File: src/rtl/tcu_regs_pkg.sv
package tcu_regs_pkg;

    localparam int ADDR_W   = 8;
    localparam int DATA_W   = 32;
    localparam int HALF_OFS = 16;
    localparam int WDT_BIT  = 16;
    localparam int NUM_REGS = 4;

    typedef enum logic [1:0] {
        RID_EN   = 2'd0,
        RID_STOP = 2'd1,
        RID_FLAG = 2'd2,
        RID_MASK = 2'd3
    } reg_id_e;

    typedef enum logic [1:0] {
        OP_NONE = 2'd0,
        OP_READ = 2'd1,
        OP_SET  = 2'd2,
        OP_CLR  = 2'd3
    } reg_op_e;

    typedef struct packed {
        reg_id_e sel;
        reg_op_e op;
    } reg_dec_t;

    function automatic reg_dec_t decode_addr(input logic [ADDR_W-1:0] a);
        reg_dec_t d;
        d.sel = RID_EN;
        d.op  = OP_NONE;
        unique case (a)
            8'h10: begin d.sel = RID_EN;   d.op = OP_READ; end
            8'h14: begin d.sel = RID_EN;   d.op = OP_SET;  end
            8'h18: begin d.sel = RID_EN;   d.op = OP_CLR;  end
            8'h1C: begin d.sel = RID_STOP; d.op = OP_READ; end
            8'h20: begin d.sel = RID_FLAG; d.op = OP_READ; end
            8'h24: begin d.sel = RID_FLAG; d.op = OP_SET;  end
            8'h28: begin d.sel = RID_FLAG; d.op = OP_CLR;  end
            8'h2C: begin d.sel = RID_STOP; d.op = OP_SET;  end
            8'h30: begin d.sel = RID_MASK; d.op = OP_READ; end
            8'h34: begin d.sel = RID_MASK; d.op = OP_SET;  end
            8'h38: begin d.sel = RID_MASK; d.op = OP_CLR;  end
            8'h3C: begin d.sel = RID_STOP; d.op = OP_CLR;  end
            default: begin d.sel = RID_EN; d.op = OP_NONE; end
        endcase
        return d;
    endfunction

    function automatic logic [DATA_W-1:0] reset_word(input int id);
        if (id == int'(RID_MASK) || id == int'(RID_STOP))
            return '1;
        return '0;
    endfunction

endpackage

File: src/rtl/tcu_bus_decode.sv
module tcu_bus_decode
    import tcu_regs_pkg::*;
(
    input  logic              wr_en,
    input  logic [ADDR_W-1:0] addr,
    input  logic [DATA_W-1:0] wdata,
    output logic [DATA_W-1:0] set_w [NUM_REGS],
    output logic [DATA_W-1:0] clr_w [NUM_REGS],
    output reg_id_e           rd_sel,
    output logic              rd_hit
);
    reg_dec_t dec;

    always_comb begin
        dec    = decode_addr(addr);
        rd_sel = dec.sel;
        rd_hit = (dec.op == OP_READ);
        for (int r = 0; r < NUM_REGS; r++) begin
            set_w[r] = '0;
            clr_w[r] = '0;
            if (wr_en && dec.sel == reg_id_e'(r)) begin
                if (dec.op == OP_SET) set_w[r] = wdata;
                if (dec.op == OP_CLR) clr_w[r] = wdata;
            end
        end
    end
endmodule

File: src/rtl/tcu_w1_reg.sv
module tcu_w1_reg #(
    parameter int            WIDTH   = 32,
    parameter logic [WIDTH-1:0] RST_VAL = '0
) (
    input  logic             clk,
    input  logic             rst,
    input  logic [WIDTH-1:0] set_w,
    input  logic [WIDTH-1:0] clr_w,
    input  logic [WIDTH-1:0] hw_set,
    output logic [WIDTH-1:0] q
);
    always_ff @(posedge clk) begin
        if (rst) q <= RST_VAL;
        else     q <= ((q | set_w) & ~clr_w) | hw_set;
    end
endmodule

File: src/rtl/tcu_irq_combine.sv
module tcu_irq_combine
    import tcu_regs_pkg::*;
#(
    parameter int NUM_CH = 4
) (
    input  logic [DATA_W-1:0] flag,
    input  logic [DATA_W-1:0] mask,
    output logic [NUM_CH-1:0] irq
);
    for (genvar n = 0; n < NUM_CH; n++) begin : g_ch
        logic full_hit, half_hit;
        assign full_hit = flag[n] & ~mask[n];
        assign half_hit = flag[n+HALF_OFS] & ~mask[n+HALF_OFS];
        assign irq[n]   = full_hit | half_hit;
    end
endmodule

File: src/rtl/tcu_ctrl_bank.sv
module tcu_ctrl_bank
    import tcu_regs_pkg::*;
#(
    parameter int NUM_CH = 4
) (
    input  logic              clk,
    input  logic              rst,
    input  logic              bus_wr_en,
    input  logic [7:0]        bus_addr,
    input  logic [31:0]       bus_wdata,
    output logic [31:0]       bus_rdata,
    input  logic [NUM_CH-1:0] evt_full,
    input  logic [NUM_CH-1:0] evt_half,
    output logic [NUM_CH-1:0] ch_irq,
    output logic [NUM_CH-1:0] ch_enable,
    output logic [NUM_CH-1:0] ch_stop,
    output logic              wdt_stop
);
    localparam int MAX_CH = HALF_OFS;

    initial begin
        if (NUM_CH < 1 || NUM_CH > MAX_CH)
            $error("NUM_CH out of range");
    end

    logic [DATA_W-1:0] set_w [NUM_REGS];
    logic [DATA_W-1:0] clr_w [NUM_REGS];
    logic [DATA_W-1:0] reg_q [NUM_REGS];
    logic [DATA_W-1:0] evt_word;
    reg_id_e           rd_sel;
    logic              rd_hit;

    tcu_bus_decode u_dec (
        .wr_en  (bus_wr_en),
        .addr   (bus_addr),
        .wdata  (bus_wdata),
        .set_w  (set_w),
        .clr_w  (clr_w),
        .rd_sel (rd_sel),
        .rd_hit (rd_hit)
    );

    always_comb begin
        evt_word = '0;
        for (int n = 0; n < NUM_CH; n++) begin
            evt_word[n]          = evt_full[n];
            evt_word[n+HALF_OFS] = evt_half[n];
        end
    end

    for (genvar r = 0; r < NUM_REGS; r++) begin : g_reg
        logic [DATA_W-1:0] hw;
        if (r == int'(RID_FLAG)) begin : g_evt
            assign hw = evt_word;
        end else begin : g_noevt
            assign hw = '0;
        end
        tcu_w1_reg #(
            .WIDTH   (DATA_W),
            .RST_VAL (reset_word(r))
        ) u_reg (
            .clk    (clk),
            .rst    (rst),
            .set_w  (set_w[r]),
            .clr_w  (clr_w[r]),
            .hw_set (hw),
            .q      (reg_q[r])
        );
    end

    logic [DATA_W-1:0] en_q, stop_q, flag_q, mask_q;
    assign en_q   = reg_q[RID_EN];
    assign stop_q = reg_q[RID_STOP];
    assign flag_q = reg_q[RID_FLAG];
    assign mask_q = reg_q[RID_MASK];

    assign bus_rdata = rd_hit ? reg_q[rd_sel] : '0;

    tcu_irq_combine #(.NUM_CH(NUM_CH)) u_irq (
        .flag (flag_q),
        .mask (mask_q),
        .irq  (ch_irq)
    );

    assign ch_enable = en_q[NUM_CH-1:0];
    assign ch_stop   = stop_q[NUM_CH-1:0];
    assign wdt_stop  = stop_q[WDT_BIT];
endmodule

File: config.mk
export PLATFORM = sky130hd
export DESIGN_NAME = tcu_ctrl_bank
export DESIGN_NICKNAME = d
export VERILOG_FILES = /design/src/rtl/tcu_regs_pkg.sv /design/src/rtl/tcu_bus_decode.sv /design/src/rtl/tcu_w1_reg.sv /design/src/rtl/tcu_irq_combine.sv /design/src/rtl/tcu_ctrl_bank.sv
export SDC_FILE = /design/constraint.sdc
export NUM_CORES = 1
export LEC_CHECK = 0
export CAP_MARGIN = 20
export CELL_PAD_IN_SITES_DETAIL_PLACEMENT = 1
export CELL_PAD_IN_SITES_GLOBAL_PLACEMENT = 1
export CORE_ASPECT_RATIO = 0.8
export CORE_UTILIZATION = 34
export CTS_CLUSTER_DIAMETER = 30
export DETAILED_ROUTE_END_ITERATION = 10
export PLACE_DENSITY = 0.72
export RECOVER_POWER = 100
export SLEW_MARGIN = 20
export SYNTH_ARGS = -nofsm -noshare
export SYNTH_HDL_FRONTEND = slang
export SYNTH_SLANG_ARGS = --single-unit
File: constraint.sdc
create_clock -name clk -period 2.6 [get_ports clk]
set_input_delay 0.26 -clock clk [delete_from_list [all_inputs] [get_ports clk]]
set_output_delay 0.26 -clock clk [all_outputs]
set_load 0.02 [all_outputs]
* After elaboration in Yosys (flattened, before gate mapping)
Cells that the tools add are included.
** Storage, ports and cells
- Word-level logic and storage cells :: 77
- Bits of input ports :: 51
- Output and inout port bits :: 45
- Register bits after elaboration :: 128
** Cells by class
- $lt $le $gt $ge :: 1
- Reductions and logical operators :: 5
- Bitwise logic cells :: 34
- Muxes and demuxes :: 15
- Equal/unequal tests :: 18
** Operator list (count)
- $mux W32 :: 13
- $and A32 B32 Y32 :: 4
- $not A32 Y32 :: 4
- $or A32 B32 Y32 :: 4
- $bmux W32 S2 :: 1
- $eq A8 B6 Y1 const B :: 8
- $pmux W4 S12 :: 1
- $eq A8 B5 Y1 const B :: 4
- $or A32 B20 Y32 :: 1
- $and A1 B1 Y1 :: 8
- $eq A2 B2 Y1 const B :: 4
- $not A1 Y1 :: 8
- $eq A2 B1 Y1 const B :: 2
- $logic_and A1 B1 Y1 :: 4
- $or A1 B1 Y1 :: 4
- $ge A3 B3 Y1 const B :: 1
- $not A2 Y3 :: 1
- $logic_not A2 Y1 :: 1

* Logic depth before layout (Yosys ltp)
Gate-level depths: netlist of the first run.
- Depth after elaboration :: 8
- Mapped depth :: 7
- Depth with buffers taken out :: 4

* By module
From an unflattened synthesis of the first run, not the netlist that was laid out.
** Unflattened totals
- Cells, all modules :: 995
- Area, all modules :: 7568.5 um^2
** By module, submodules not included
- tcu_w1_reg at g_reg[0].u_reg ... :: times used 2, seq. area each 640.6 um^2, area an instance 1194.9 um^2, cells each 131
- tcu_w1_reg at g_reg[1].u_reg ... :: times used 2, seq. area each 640.6 um^2, area an instance 1074.8 um^2, cells each 131
- tcu_bus_decode :: times used 1, seq. area each 0.0 um^2, area an instance 1943.1 um^2, cells each 347
- tcu_ctrl_bank :: times used 1, seq. area each 0.0 um^2, area an instance 1006.0 um^2, cells each 112
- tcu_irq_combine :: times used 1, seq. area each 0.0 um^2, area an instance 80.1 um^2, cells each 12

* Worst setup path before layout of the first run
Ideal clock, no wire load.
- Path kind :: input port to output port
- Start :: in bus_addr[7]
- End :: out bus_rdata[0]
- Cell stages on the path :: 5
- Arrival time :: 2.388 ns
- Buffers on the path :: 1
- Required time :: 2.340 ns
- Slack :: -0.048 ns
- Cell sequence :: or4_4 buf_6 nor2_2 nor2_1 a2111oi_0
** Between the ends
- Cells in the longest elaborated chain, start to end :: 7
- Elaborated cells on any way between the ends :: 19
- Those cells by class :: 13 x eq/ne; 5 x mux; 1 x bitwise
** RTL lines
- from (decl) :: RTL line tcu_ctrl_bank.sv:9 : input logic [7:0] bus_addr,
- $eq A8 B6 Y1 or $eq A8 B5 Y1 (tied branches) :: RTL line tcu_regs_pkg.sv:32 : unique case (a)
- $pmux W4 S12 * :: RTL line tcu_regs_pkg.sv:32
- $not A2 Y3 (not written as such) :: RTL line tcu_ctrl_bank.sv:77 : assign bus_rdata = rd_hit ? reg_q[rd_sel] : '0;
- $bmux W32 S2 :: RTL line tcu_ctrl_bank.sv:77
- $mux W32 (not written as such) (2 in series) :: RTL line tcu_ctrl_bank.sv:77
- $mux W32 * :: RTL line tcu_ctrl_bank.sv:77
- to (decl) :: RTL line tcu_ctrl_bank.sv:11 : output logic [31:0] bus_rdata,
Mark *: on every way between the ends. The rest lies on a longest branch, timed or not. The select of a mux whose other input is x is not followed.

* Final worst setup path of the first run
- Start :: in bus_addr[0]
- End :: out bus_rdata[9]
Same word-level chain as after synthesis.

==> results of run 1 <==
==> layout make-up <==
| class | count | area [um^2] |
|---|---|---|
| Clock buffer | 23 | 508 |
| Sequential cell | 128 | 2560 |
| Fill cell | 1855 | 8920 |
| Timing Repair Buffer | 148 | 1430 |
| Multi-Input combinational cell | 397 | 2920 |
| Clock inverter | 9 | 128 |
| Antenna cell | 1 | 2.50 |
| Inverter | 17 | 63.8 |
| Tap cell | 220 | 275 |
==> worst paths after layout <==
| kind | from | endpoint | slack [ns] |
|---|---|---|---|
| worst max-delay path | bus_addr[0] | bus_rdata[9] | 0.07 |
| worst min-delay path | evt_half[1] | g_reg[2].u_reg.q[17] | 0.46 |
| worst min register to register | g_reg[1].u_reg.q[22] | g_reg[1].u_reg.q[22] | 0.50 |
| worst max register to register | g_reg[2].u_reg.q[19] | g_reg[2].u_reg.q[19] | 1.80 |
==> what timing repair did <==
action,in CTS,in global routing
buffers inserted,4,4
pin swaps,10,3
gates resized for setup,146,17
cloned,1,0
endpoints found under the setup margin,32,14
==> routing by layer <==
metal | vias to the layer above | wire (um) | GRT usage (%)
li1 | 2561 | - | -
met1 | 2751 | 9520 | 30.5
met4 | 0 | 277 | 7.01
met2 | 135 | 9950 | 38.5
met3 | 21 | 913 | 5.21
met5 | - | 0 | 0
==> power breakdown <==
part           internal (W)  leakage [nW]  switching, W
clock network       0.00166         0.307      0.000890
logic              0.000145          1.37      0.000200
registers           0.00197          1.04     0.0000104
==> through the flow <==
stage / cell area, um^2 / total power [W]
final: 7890 / 0.00487
after global routing: 7890 / 0.00502
after detailed placement: 7230 / 0.00235
after floorplan: 5970 / 0.00221
after global placement: 7230 / 0.00234
after CTS: 7960 / 0.00489
==> logic make-up (layout without fill, tap and decap cells) <==
logic type | Yosys count | after routing | synth area share (%)
buf+inv | 111 | 197 | 10.3
compound gates | 297 | 297 | 32.1
other cells | 0 | 1 | 0
mux | 55 | 55 | 9.24
xor+xnor | 1 | 1 | 0.147
flops | 128 | 128 | 43.0
simple gates | 44 | 44 | 5.17
==> cells in the final DEF (no fill, tap or decap), drive strengths merged <==
master / count
a211oi: 128
mux2i: 55
clkbuf: 41
a31oi: 1
o22ai: 28
dlygate4sd3: 13
clkdlybuf4s15: 7
inv: 17
dlymetal6s2s: 1
o21ai: 2
a2111oi: 9
a311oi: 8
dlygate4sd2: 4
a21oi: 120
diode: 1
dfxtp: 128
or4: 2
or3: 2
nand3: 1
clkdlybuf4s50: 44
nand2b: 4
nor3: 3
xnor2: 1
nand2: 3
nor4: 7
clkinv: 3
clkinvlp: 3
buf: 61
bufinv: 3
a21bo: 1
nor2: 22
==> worst register-to-register path, delay by kind of cell (launching register included) <==
kind	cells	cell delay, ns
AOI/OAI and AO/OA	2	0.31
DFF	1	0.40
==> summary.md, run 1 <==
| Metric | Value |
|---|---|
| Outcome | completed |
| CTS tree | built |
| Antenna Nets Post-Route | 0 |
| CTS clk-pin slew, worst paths | 0.06 ns |
| Worst hold slack | between 0.4 and 0.5 ns |
| Yosys warns | 0 |
| Final period util | 97.4% |
| Root buf cell | clkbuf_16 |
| Number of core rows | 42 |
| Clock latency on the worst-skew pair | slightly above 0.4 ns |
| Reg2Reg Depth | 2 |
| Final Slew Violations | 0 |
| Max-slew headroom | 45.3% |
| Area Growth Syn to Fin | 32.5% |
| First-pass GRT wire length | 32500 um |
| Share of layout cells above drive strength 1 | between 15 and 20% |
| Final setup viols | 0 |
| Clk buf depth | 2 |
| Hold-fix buffers, CTS | 0 |
| FMAX | slightly below 0.4 GHz |
| Largest net degree at the start of global routing | 71 |
| Die area | ~18000 um^2 |
| Syn_nets | 687 |
| DIE WIDTH | between 100 and 150 um |
| DP HPWL | 12700 um |
| Clk_skew | 0 ns |
| Slowest stage delay, CP | 0.59 ns |
| IO Pins | 96 |
| Crit. End Element | output pin |
| WP data arrival | 2.27 ns |
| #FFs+latches synth | 128 |
| Max-Cap Viols | 0 |
| Synth top area share | between 40% and 50% |
| CP Launch Type | input port |
| Initial antenna violation count | 2 |
| Number of synthesized flops with an enable pin | 0 |
| Pwr Density | just over 600 nW/um^2 |
| Worst setup path class | input port to output pin |
| Core area | 16800 um^2 |
| Worst-margin pin slew | 0.821 ns |
| Vias per cell | 5.80 |
| Final hold violations | 0 |
| Final setup TNS | 0 ns |
| Clk sink count | 128 |
| PnR worst setup slack | 0.0667 ns |
| Grt total ovfl | 0 |
| Sequential element share of the synthesized area | 43.0% |
| Final WL | 20700 um |
| Post-synth top cells | 128 x a211oi_1, 128 x dfxtp_1, 120 x a21oi_1 |
| Leakage power | 2.72 nW |
| Worst hold-check path type | input port to flop |
| Cell area after synthesis | 5960 um^2 |
| Final Non-Filler Cells | 943 |
| Synth async-reset ratio | 0% |
| Synth Area per Inst | 9.37 um^2 |
| CP max stage cell | or4_4 |
| Final net count | 760 |
| Worst slack, placed | -0.653 ns |
| Core Util, Final | 46.9% |
| Worst path cell trace | dlygate4sd2_1, or4_4, or4_1, clkbuf_4, o22ai_1, buf_2 |
| # port buffers | between 90 and 100 |
| Final min period | 2.53 ns |
| Max reg flops | 128 |
| Cell count after synthesis | 636 |
| DR pass1 iterations | 5 |
| # placed instances | ~900 |
| Biggest regs | g.u_reg.q (128) |
| Wire per inst | 21.9 um |
| Vias | around 5500 |
| Die Ht | ~120 um |
| Cell count along the critical path | 6 |
| Top reg by flops | g.u_reg.q |
| Vias in the first global route | 5879 |
| Worst vdd ir | about 330 uV |
| # H-tree levels | 4 |
| Yosys top cell by area | dfxtp_1 |
| Placer Congestion | 0.874 |
| Hold Path Depth | 3 |
| Family with the most delay on the worst path | simple AND/OR/NAND/NOR gates |
| GRT Overall Usage | 23.4% |
| Residual DRC | 0 |
| Cts bufs inserted | 17 |
| Buf/Inv on CP | 3 |
| Initial DRC Count | 327 |
| Main area contributors after synthesis | dfxtp_1 43%, a211oi_1 16%, a21oi_1 10%, mux2i_1 9.2%, buf_2 3.9% |
| Count of different cell masters after synthesis | 32 |
| Top FF cell, synth | dfxtp_1 |
| CP max FO | 12 |
| Starting Density | 35.4% |
| Worst EP required | 2.34 ns |
No activity file was read; power rests on OpenSTA's default activity.
==> run 2, diff against run 1 <==
--- a/config.mk
+++ b/config.mk
@@ -12,7 +12,7 @@
 export CORE_UTILIZATION = 34
 export CTS_CLUSTER_DIAMETER = 30
 export DETAILED_ROUTE_END_ITERATION = 10
-export PLACE_DENSITY = 0.72
+export PLACE_DENSITY = 0.75
 export RECOVER_POWER = 100
 export SLEW_MARGIN = 20
 export SYNTH_ARGS = -nofsm -noshare
==> constraint.sdc (replaced) <==
create_clock -name clk -period 2.3 [get_ports clk]
set_input_delay 0.23 -clock clk [delete_from_list [all_inputs] [get_ports clk]]
set_output_delay 0.23 -clock clk [all_outputs]
set_load 0.02 [all_outputs]
==> run 2 against run 1 <==
Clock power rose by 3%. Largest cell class unchanged. Critical path depth grew 2. Cell count down 0.11%. The flow now finishes with violations (negative setup slack). Setup slack worse by 0.071 ns. Utilization grew 0.67 points.
==> summary.md, run 2 (synthesized netlist as in run 1, its figures left out) <==
| Metric | Value |
|---|---|
| Outcome | finished with violations |
| Failing checks | negative setup slack |
| Die area | 18100 um^2 (unchanged) |
| Die Ht | 120 um (unchanged) |
| Final WL | 21900 um (+5.9%) |
| IO Pins | 96 (unchanged) |
| Area Growth Syn to Fin | 34.4% |
| Clock latency on the worst-skew pair | 0.43 ns (+0.02 ns) |
| Top reg by flops | g.u_reg.q |
| Family with the most delay on the worst path | simple AND/OR/NAND/NOR gates |
| Vias per cell | 5.96 (+2.7%) |
| Pwr Density | 658 nW/um^2 (+6.6%) |
| Vias in the first global route | 5967 (+1.5%) |
| Worst vdd ir | 409 uV (+25%) |
| Buf/Inv on CP | 4 (+1) |
| # H-tree levels | 4 (unchanged) |
| Worst hold-check path type | input port to flop |
| Final period util | 100% |
| Residual DRC | 0 (unchanged) |
| Starting Density | 35.4% (unchanged) |
| GRT Overall Usage | 24.8% (+1.4 points) |
| Worst slack, placed | -0.777 ns (-0.125 ns) |
| Final hold violations | 0 (unchanged) |
| Initial DRC Count | 355 (+8.6%) |
| Max-Cap Viols | 0 (unchanged) |
| Slowest stage delay, CP | 0.56 ns (-0.03 ns) |
| DP HPWL | 13300 um (+5.2%) |
| CP Launch Type | input port |
| Final net count | 760 (unchanged) |
| Clk sink count | 128 (unchanged) |
| # port buffers | 95 (unchanged) |
| Number of diodes | 0 (-1) |
| Grt total ovfl | 0 (unchanged) |
| PnR worst setup slack | -0.00417 ns (-0.0709 ns) |
| Crit. End Element | output pin |
| Hold-fix buffers, CTS | 0 (unchanged) |
| Max-slew headroom | 57.0% (+12 points) |
| Number of core rows | 42 (unchanged) |
| DR pass1 iterations | 5 (unchanged) |
| Worst setup path class | input port to output pin |
| Worst EP required | 2.07 ns (-0.27 ns) |
| Share of layout cells above drive strength 1 | 23.1% (+3.3 points) |
| Worst path cell trace | buf_6, or4_4, clkbuf_4, nor2_2, buf_12, nor2_1, a2111oi_2, buf_2 |
| Initial antenna violation count | 0 (-2) |
| CP max stage cell | or4_4 |
| Largest net degree at the start of global routing | 65 (-8.5%) |
| Leakage power | 2.71 nW (-0.11%) |
| Root buf cell | clkbuf_16 |
| Vias | 5610 (+2.6%) |
| Commonest non-fill, non-tap cells in the layout | 128 x a211oi_1, 128 x dfxtp_1, 120 x a21oi_1 |
| CP max FO | 7 (-5) |
| Cts bufs inserted | 17 (unchanged) |
| CTS clk-pin slew, worst paths | 0.06 ns (about the same) |
| Final setup viols | 1 (+1) |
| Wire per inst | 23.2 um (+6.0%) |
| Clk_skew | 0 ns (unchanged) |
| Core area | 16800 um^2 (unchanged) |
| DIE WIDTH | 150 um (unchanged) |
| WP data arrival | 2.07 ns (-0.20 ns) |
| Total power | 0.00527 W (+8.1%) |
| Placer Congestion | 0.815 (-6.7%) |
| CTS tree | built |
| Worst-margin pin slew | 0.640 ns (-0.181 ns) |
| Biggest regs | g.u_reg.q (128) |
| Antenna Nets Post-Route | 0 (unchanged) |
| Final min period | about 2.3 ns |
| Clk buf depth | 2 (unchanged) |
| FMAX | 0.434 GHz |
| First-pass GRT wire length | 33900 um (+4.4%) |
| Max reg flops | 128 (unchanged) |
| Final Slew Violations | 0 (unchanged) |
==> run 2: cell types whose count changed in the layout (fill, tap and decap cells not counted), moves of 4 or more <==
cell	before	now
buf_2	11	7
o22ai_1	27	16
buf_4	31	40
mux2i_4	0	4
buf_6	4	8
clkbuf_2	9	15
mux2i_1	53	49
clkdlybuf4s15_2	5	0
o22ai_2	1	9
==> run 2: per-stage QoR <==
step                cells  instance area (um^2)  hold slack (ns)  setup TNS (ns)  util (%)
floorplan             636                  6010            0.389               0         -
global placement      900                  7200            0.481          -42.71      42.8
detailed placement    900                  7200            0.495          -48.63      42.8
CTS                   943                  8110            0.208               0      48.2
global route          942                  8010            0.209         -0.0330      47.6
finish                942                  8010            0.209        -0.00417      47.6
==> run 2: cell type report <==
type / count / area [um^2]
clock buffers: 21 / 470
clock inverters: 11 / 105
fillers: 1861 / 8810
inverters: 17 / 63.8
multi-input cells: 397 / 3120
flip-flops and latches: 128 / 2560
well taps: 220 / 275
repair buffers: 148 / 1410
==> run 2: path summary, 6_finish.rpt <==
kind | from | endpoint | slack (ns) | cells after the start
hold reg to reg | g_reg[1].u_reg.q[21] | g_reg[1].u_reg.q[21] | 0.52 | 2
hold / removal | rst | g_reg[0].u_reg.q[27] | 0.21 | 2
setup reg to reg | g_reg[2].u_reg.q[16] | g_reg[2].u_reg.q[16] | 1.41 | 2
setup / recovery | bus_addr[0] | bus_rdata[0] | -0.004 | 8
==> run 2: timing repair <==
| item | 4_1_cts | 5_1_grt |
|---|---|---|
| endpoints found under the setup margin | 32 | 20 |
| setup buffers | 8 | 0 |
| pin swaps | 8 | 7 |
| gates cloned | 3 | 0 |
| resized for setup | 245 | 12 |
==> run 2: report_power, final <==
group / internal, W / total [W] / switching, W
Combinational: 0.000162 / 0.000400 / 0.000237
Clock: 0.00158 / 0.00263 / 0.00105
Sequential: 0.00223 / 0.00224 / 0.0000116
Total: 0.00397 / 0.00527 / 0.00130
==> run 2: routing by layer <==
metal,wire length [um],GRT usage [%]
met1,9320,30.9
met2,10800,41.8
met3,1340,5.09
met4,444,9.79
met5,0,0
